### src/rtl/swrst_pkg.sv
// Shared types for the software reset sequencer.
// Assumes: 32-bit register data; request bit positions are fixed by the register map.
package swrst_pkg;
    localparam int REG_W   = 32;
    localparam int WARM_BIT = 1;
    localparam int PLL_BIT  = 2;

    typedef enum logic [1:0] {
        SEQ_IDLE = 2'd0,
        SEQ_GLOB = 2'd1,
        SEQ_PD   = 2'd2
    } seq_state_e;
endpackage

### src/rtl/swrst_regs.sv
// Register file: control (request bits) and duration fields.
// Clears its bits by reset class when the sequencer reports completion.
// Assumes: done is only ever high while busy is high.
module swrst_regs
    import swrst_pkg::*;
#(
    parameter int ADDR_W   = 4,
    parameter int GDUR_W   = 8,
    parameter int PDUR_W   = 5,
    parameter int GDUR_RST = 6,
    parameter int PDUR_RST = 16,
    parameter int CTRL_OFS = 0,
    parameter int TIME_OFS = 4
) (
    input  logic              clk,
    input  logic              rst_n,
    input  logic              wr,
    input  logic [ADDR_W-1:0] addr,
    input  logic [REG_W-1:0]  wdata,
    input  logic              busy,
    input  logic              done,
    input  logic              done_cold,
    output logic [REG_W-1:0]  rdata,
    output logic              warm_req,
    output logic              pll_req,
    output logic [GDUR_W-1:0] gdur,
    output logic [PDUR_W-1:0] pdur
);
    localparam int PAD_W = REG_W - GDUR_W - PDUR_W;

    logic wr_ctrl, wr_time;
    logic unused_wbits;

    assign wr_ctrl = wr && !busy && (addr == ADDR_W'(CTRL_OFS));
    assign wr_time = wr && !busy && (addr == ADDR_W'(TIME_OFS));
    assign unused_wbits = ^{wdata[REG_W-1:GDUR_W+PDUR_W], wdata[0]};

    // Request bits: warm bit cleared by any completed reset, PLL bit only by cold.
    always_ff @(posedge clk) begin
        if (!rst_n) begin
            warm_req <= 1'b0;
            pll_req  <= 1'b0;
        end else if (done) begin
            warm_req <= 1'b0;
            if (done_cold) pll_req <= 1'b0;
        end else if (wr_ctrl) begin
            warm_req <= wdata[WARM_BIT];
            pll_req  <= wdata[PLL_BIT];
        end
    end

    // Durations: cold reset reloads defaults, warm leaves them alone.
    always_ff @(posedge clk) begin
        if (!rst_n || (done && done_cold)) begin
            gdur <= GDUR_W'(GDUR_RST);
            pdur <= PDUR_W'(PDUR_RST);
        end else if (wr_time) begin
            gdur <= wdata[GDUR_W-1:0];
            pdur <= wdata[GDUR_W+PDUR_W-1:GDUR_W];
        end
    end

    // Read mux: unmapped offsets and reserved bits return zero.
    always_comb begin
        rdata = '0;
        if (addr == ADDR_W'(CTRL_OFS)) begin
            rdata[WARM_BIT] = warm_req;
            rdata[PLL_BIT]  = pll_req;
        end else if (addr == ADDR_W'(TIME_OFS)) begin
            rdata = {{PAD_W{1'b0}}, pdur, gdur};
        end
    end

    assert_busy_hold_R10: assert property (@(posedge clk) disable iff (!rst_n)
        (busy && !done) |=> $stable({warm_req, pll_req, gdur, pdur}));

    assert_cold_defaults_R7: assert property (@(posedge clk) disable iff (!rst_n)
        (done && done_cold) |=> (gdur == GDUR_W'(GDUR_RST) && pdur == PDUR_W'(PDUR_RST)
                                 && !pll_req && !warm_req));

    assert_warm_keep_R8: assert property (@(posedge clk) disable iff (!rst_n)
        (done && !done_cold) |=> ($stable({pll_req, gdur, pdur}) && !warm_req));
endmodule

### src/rtl/swrst_req_sync.sv
// Multi-stage synchronizer that advances only on the slow-domain enable.
// A synchronous flush empties every stage at once (used while a sequence runs).
// Assumes: ce is a single-cycle pulse synchronous to clk.
module swrst_req_sync #(
    parameter int STAGES = 2,
    parameter int W      = 2
) (
    input  logic         clk,
    input  logic         rst_n,
    input  logic         ce,
    input  logic         flush,
    input  logic [W-1:0] d,
    output logic [W-1:0] q
);
    logic [W-1:0] stg [STAGES];

    generate
        for (genvar i = 0; i < STAGES; i++) begin : g_stage
            // Stage i: takes the input (first stage) or the previous stage on each tick.
            always_ff @(posedge clk) begin
                if (!rst_n || flush) stg[i] <= '0;
                else if (ce)         stg[i] <= (i == 0) ? d : stg[(i == 0) ? 0 : i-1];
            end
        end
    endgenerate

    assign q = stg[STAGES-1];

    assert_flush_empties_R10: assert property (@(posedge clk) disable iff (!rst_n)
        flush |=> (q == '0));
endmodule

### src/rtl/swrst_pulse_seq.sv
// Reset pulse sequencer: global phase counted in slow ticks, then power-domain
// phase counted in interface cycles. A duration of zero is stretched to one.
// Assumes: req is already synchronized; durations are stable while busy.
module swrst_pulse_seq
    import swrst_pkg::*;
#(
    parameter int GDUR_W = 8,
    parameter int PDUR_W = 5
) (
    input  logic              clk,
    input  logic              rst_n,
    input  logic              slow_ce,
    input  logic              req,
    input  logic              req_cold,
    input  logic [GDUR_W-1:0] gdur,
    input  logic [PDUR_W-1:0] pdur,
    output logic              glob_rst_n,
    output logic              pd_rst_n,
    output logic              busy,
    output logic              done,
    output logic              done_cold
);
    seq_state_e        state;
    logic [GDUR_W-1:0] gcnt;
    logic [PDUR_W-1:0] pcnt;
    logic              kind_cold;

    // Phase counters and state transitions.
    always_ff @(posedge clk) begin
        if (!rst_n) begin
            state     <= SEQ_IDLE;
            gcnt      <= '0;
            pcnt      <= '0;
            kind_cold <= 1'b0;
        end else begin
            unique case (state)
                SEQ_IDLE: if (slow_ce && req) begin
                    state     <= SEQ_GLOB;
                    gcnt      <= (gdur == '0) ? '0 : gdur - GDUR_W'(1);
                    kind_cold <= req_cold;
                end
                SEQ_GLOB: if (slow_ce) begin
                    if (gcnt == '0) begin
                        state <= SEQ_PD;
                        pcnt  <= (pdur == '0) ? '0 : pdur - PDUR_W'(1);
                    end else begin
                        gcnt <= gcnt - GDUR_W'(1);
                    end
                end
                SEQ_PD: begin
                    if (pcnt == '0) state <= SEQ_IDLE;
                    else            pcnt  <= pcnt - PDUR_W'(1);
                end
                default: state <= SEQ_IDLE;
            endcase
        end
    end

    assign glob_rst_n = (state != SEQ_GLOB);
    assign pd_rst_n   = (state != SEQ_PD);
    assign busy       = (state != SEQ_IDLE);
    assign done       = (state == SEQ_PD) && (pcnt == '0);
    assign done_cold  = kind_cold;

    assert_glob_on_tick_R4: assert property (@(posedge clk) disable iff (!rst_n)
        $fell(glob_rst_n) |-> $past(slow_ce));

    assert_pd_follows_glob_R6: assert property (@(posedge clk) disable iff (!rst_n)
        $fell(pd_rst_n) |-> $rose(glob_rst_n));

    assert_pd_holds_R6: assert property (@(posedge clk) disable iff (!rst_n)
        (!pd_rst_n && !done) |=> !pd_rst_n);
endmodule

### src/rtl/swrst_seq_ctrl.sv
// Top: software-triggered reset sequencer. Register writes raise a request,
// which is synchronized into the slow domain and run as a global pulse
// followed by a power-domain pulse. Also records whether the last reset was cold.
// Assumes: slow_ce is a one-cycle pulse synchronous to clk; rst_n is a cold reset.
module swrst_seq_ctrl
    import swrst_pkg::*;
#(
    parameter int ADDR_W   = 4,
    parameter int GDUR_W   = 8,
    parameter int PDUR_W   = 5,
    parameter int GDUR_RST = 6,
    parameter int PDUR_RST = 16,
    parameter int SYNC_N   = 2
) (
    input  logic              clk,
    input  logic              rst_n,
    input  logic              slow_ce,
    input  logic              reg_wr,
    input  logic [ADDR_W-1:0] reg_addr,
    input  logic [31:0]       reg_wdata,
    output logic [31:0]       reg_rdata,
    output logic              glob_rst_n,
    output logic              pd_rst_n,
    output logic              last_cold
);
    logic              warm_req, pll_req;
    logic [GDUR_W-1:0] gdur;
    logic [PDUR_W-1:0] pdur;
    logic              busy, done, done_cold;
    logic [1:0]        sync_q;

    swrst_regs #(
        .ADDR_W(ADDR_W), .GDUR_W(GDUR_W), .PDUR_W(PDUR_W),
        .GDUR_RST(GDUR_RST), .PDUR_RST(PDUR_RST), .CTRL_OFS(0), .TIME_OFS(4)
    ) u_regs (
        .clk(clk), .rst_n(rst_n), .wr(reg_wr), .addr(reg_addr), .wdata(reg_wdata),
        .busy(busy), .done(done), .done_cold(done_cold), .rdata(reg_rdata),
        .warm_req(warm_req), .pll_req(pll_req), .gdur(gdur), .pdur(pdur)
    );

    swrst_req_sync #(.STAGES(SYNC_N), .W(2)) u_sync (
        .clk(clk), .rst_n(rst_n), .ce(slow_ce), .flush(busy),
        .d({pll_req, warm_req | pll_req}), .q(sync_q)
    );

    swrst_pulse_seq #(.GDUR_W(GDUR_W), .PDUR_W(PDUR_W)) u_seq (
        .clk(clk), .rst_n(rst_n), .slow_ce(slow_ce), .req(sync_q[0]),
        .req_cold(sync_q[1]), .gdur(gdur), .pdur(pdur),
        .glob_rst_n(glob_rst_n), .pd_rst_n(pd_rst_n),
        .busy(busy), .done(done), .done_cold(done_cold)
    );

    // Reset-class status: power-on counts as cold; updated when a sequence ends.
    always_ff @(posedge clk) begin
        if (!rst_n)    last_cold <= 1'b1;
        else if (done) last_cold <= done_cold;
    end

    assert_outputs_exclusive_R6: assert property (@(posedge clk) disable iff (!rst_n)
        (glob_rst_n || pd_rst_n));
endmodule

### config.mk
export PLATFORM = sky130hd
export DESIGN_NAME = swrst_seq_ctrl
export DESIGN_NICKNAME = d
export VERILOG_FILES = /design/src/rtl/swrst_pkg.sv /design/src/rtl/swrst_regs.sv /design/src/rtl/swrst_req_sync.sv /design/src/rtl/swrst_pulse_seq.sv /design/src/rtl/swrst_seq_ctrl.sv
export SDC_FILE = /design/constraint.sdc
export NUM_CORES = 1
export LEC_CHECK = 0
export ABC_AREA = 1
export BUFFER_PORTS_ARGS = -buffer_cell sky130_fd_sc_hd__buf_2
export CAP_MARGIN = 40
export CORE_ASPECT_RATIO = 0.9
export CORE_UTILIZATION = 46
export DETAILED_ROUTE_END_ITERATION = 16
export PLACE_DENSITY = 0.76
export REMOVE_ABC_BUFFERS = 1
export SLEW_MARGIN = 20
export SYNTH_ARGS = -nofsm -noshare
export SYNTH_HDL_FRONTEND = slang
export SYNTH_SLANG_ARGS = --single-unit
### constraint.sdc
create_clock -name clk -period 1.38 [get_ports clk]
set_clock_uncertainty 0.05 [all_clocks]
set_input_delay 0.138 -clock clk [delete_from_list [all_inputs] [get_ports clk]]
set_output_delay 0.138 -clock clk [all_outputs]
set_load 0.01 [all_outputs]
==> results.txt <==
The filler-free cell count of the finished design is 498. The level count of the clock H-tree is 2. The power density normalized to cell area came out at a little over 800 nW/µm². The top fanout value on the critical path is 7. The number of library cell types mapped by synthesis is 33. The average wire per cell in the routed design is 14.2 µm. The worst setup path is captured at a register. For the finished layout, the period the worst path requires is 1.50 ns. Of the available clock period, the critical path in the final layout requires 1.08. The arrival time at the worst endpoint came out at 1.64 ns. The worst-case clock buffer depth came out at 2. In the global route stage, overall resource usage came out at 0.231.

Max-cap violations in this run came to 0. For the worst setup path, the data required time is 1.53 ns. The global route total overflow came out at 0. The run finished, with violations left. The estimated wirelength of the detail-placed design came out at 4.09 mm. In this run, synthesis inferred 4 flip-flops with an integrated enable. The total core area came out at 4830 µm².

The number of buffers added on ports is 36. For this run, the detailed router's first-pass iteration total came to 5. The wire length of the first global-routing pass came out at 9.85 mm. The number of DRC markers in iteration 0 came out at roughly 320. For this run, the top clock speed supported by timing is 668 MHz. In the synthesized netlist the async set-or-reset flop fraction comes to 0. The synthesis-stage register bit count came out at 36. The setup-violating endpoint count in the final report is 25. In the final timing run, aggregate negative setup slack is -1.54 ns. The total DRC errors in the routed layout came out at 0.

The filler cells instantiated in the layout total 357. The placer's final routability congestion estimate is 0.869. The die covers 5300 µm². The final core utilization came out at 0.701. The number of global-route vias before repair came out at 2,262.

The die height came out at roughly 69 µm. The share of the Yosys chip area taken by registers is 0.330. The class of the tightest hold or removal check is input port to register. STA classifies the critical path startpoint as a register.

The max-slew violation count is 0. The synthesized cell area is 2300 µm². In the final layout, the share of cells above drive strength 1 is 0.434. The sum of routed wire length over all layers came out at ~7.1 mm.

The count of synthesis-stage warnings from yosys came out at 0. The die width is 76.6 µm. Once placement completed, the tool counted placed cells totaling 479.

In this run, CTS created clock tree buffers numbering 5. CTS placed an instance of clkbuf_8 at the clock tree root. 0 antenna diodes ended up in the layout. The initial antenna violation count is 0. The number of standard cells after synthesis came out at 350. The number of top-level pins is 75. The number of clock sinks came out at 36. The mean area per synthesized cell came out at 6.58 µm².

The final reports fail on setup timing. The average via count per standard cell came out at 5.34. The total count of hold-check failures in the final report is 0. The number of nets still failing antenna checks after routing came out at 0. The multi-input logic area came out at 1590 µm². For this run, the leading register cell type out of synthesis is dfxtp_1. TritonCTS built the clock tree. The analysis attributes to cell leakage a power of ~1.5 nW. Across all setup checks in the final design, the least slack found is -0.117 ns.

The overall via count from detail_route came out at roughly 2,700. The signed area change from the synthesized netlist to the final layout came out at 47.0%. The pin count of the biggest net entering global routing came out at 16. The net count of the finished layout is 478.

The maximum ir drop on the vdd rail came out at 0.511 mV. The clock insertion delay at the later pin of the skew report is 0.30 ns. Setup repair after global routing could not meet its margin everywhere.

The worst setup path is of the register to register kind. The sequential cell area came out at around 770 µm². After floorplanning, the core was divided into 24 placement rows. The clock input transition at the sequential cells of the worst setup and hold paths is 0.08 ns. For this configuration, the core starts out at a cell density of 0.477.
-- routing by layer --
metal,track usage,wire [µm]
met1,0.280,2940
met2,0.397,3600
met3,0.0397,350
met4,0.109,193
met5,0,0
-- kinds of logic (layout without fill, tap and decap cells) --
family | Yosys count | after routing | share of synthesized area
xor+xnor | 3 | 3 | 0.0114
compound gates | 51 | 51 | 0.118
buf+inv | 77 | 142 | 0.162
simple gates | 176 | 176 | 0.344
other cells | 1 | 19 | 0.00163
flops | 36 | 36 | 0.330
fa+ha+maj | 6 | 6 | 0.0326
-- sequential cells by signal, indices dropped and copies added, names as in the netlist --
register and count:
last_cold 1, u_regs.gdur 8, u_regs.pdur 5, u_regs.pll_req 1
u_regs.warm_req 1, u_seq.done_cold 1, u_seq.gcnt 8, u_seq.pcnt 5
u_seq.state 2, u_sync.stg 4
-- cells in the final DEF (no fill, tap or decap), types with 13 or more instances in the layout --
master | Yosys | routed
nor2_2 | 2 | 13
nand3_1 | 41 | 34
inv_1 | 46 | 37
dfxtp_1 | 32 | 23
nor2_1 | 61 | 42
conb_1 | 1 | 19
buf_4 | 21 | 35
buf_2 | 2 | 35
nand2_1 | 59 | 49
-- area by class of cell --
cell class              count  share of cell area
clock buffers               5              0.0203
clock inverters             3              0.0126
inverters                  52              0.0631
multi-input cells         255               0.470
flip-flops and latches     36               0.229
well taps                  65              0.0240
repair buffers             82               0.181
-- power by group --
part           switching [mW]  internal [mW]  total (mW)
clock                   0.417          0.535       0.952
combinational           0.428          0.303       0.731
sequential             0.0314           1.10        1.13
total                   0.876           1.94        2.82
-- critical path, stage by stage (launching register included) --
cell     delay, ns
dfxtp_2       0.33
inv_2         0.08
ha_4          0.15
inv_4         0.03
nor2_4        0.12
buf_6         0.13
nand3_4       0.06
nand2_4       0.12
nand2_8       0.09
o21ai_1       0.16
nor2_1        0.05
-- Yosys cell counts, types with 3 or more instances --
cell	count	area, µm²
a21oi_1	19	95.1
o21ai_1	7	35.0
inv_1	46	173
nand3_1	41	205
o22ai_1	3	18.8
dfxtp_1	32	641
nand4_1	4	25.0
buf_4	21	158
edfxtp_1	4	120
nand2_1	59	221
inv_2	5	18.8
nor2_1	61	229
o21ai_0	17	85.1
ha_1	6	75.1
-- what timing repair did --
item / in CTS / in global routing
hold buffers: 0 / 0
setup endpoints to repair: 31 / 40
resized for setup: 36 / 91
cloned: 1 / 0
pin swaps: 8 / 28
setup buffers: 4 / 6
-- worst paths after layout --
check,from,slack (ns),to,cells after the start
max reg2reg,u_seq.pcnt[0],-0.12,u_seq.pcnt[3],10
min reg2reg,last_cold,0.43,last_cold,2
min,reg_wdata[12],0.05,u_regs.pdur[4],3
max,u_seq.pcnt[0],-0.12,u_seq.pcnt[3],10
-- stage by stage --
stage               power [mW]  setup WS (ns)  hold WS (ns)  area, µm²
CTS                       2.64        -0.0692        0.0395       3040
detailed placement        1.64         -0.182         0.346       2760
finish                    2.82         -0.117        0.0466       3390
global route              2.91         -0.173        0.0688       3390
floorplan                 1.44         -0.143         0.208       2200
global placement          1.64         -0.126         0.352       2760
No activity file was read; power rests on OpenSTA's default activity.
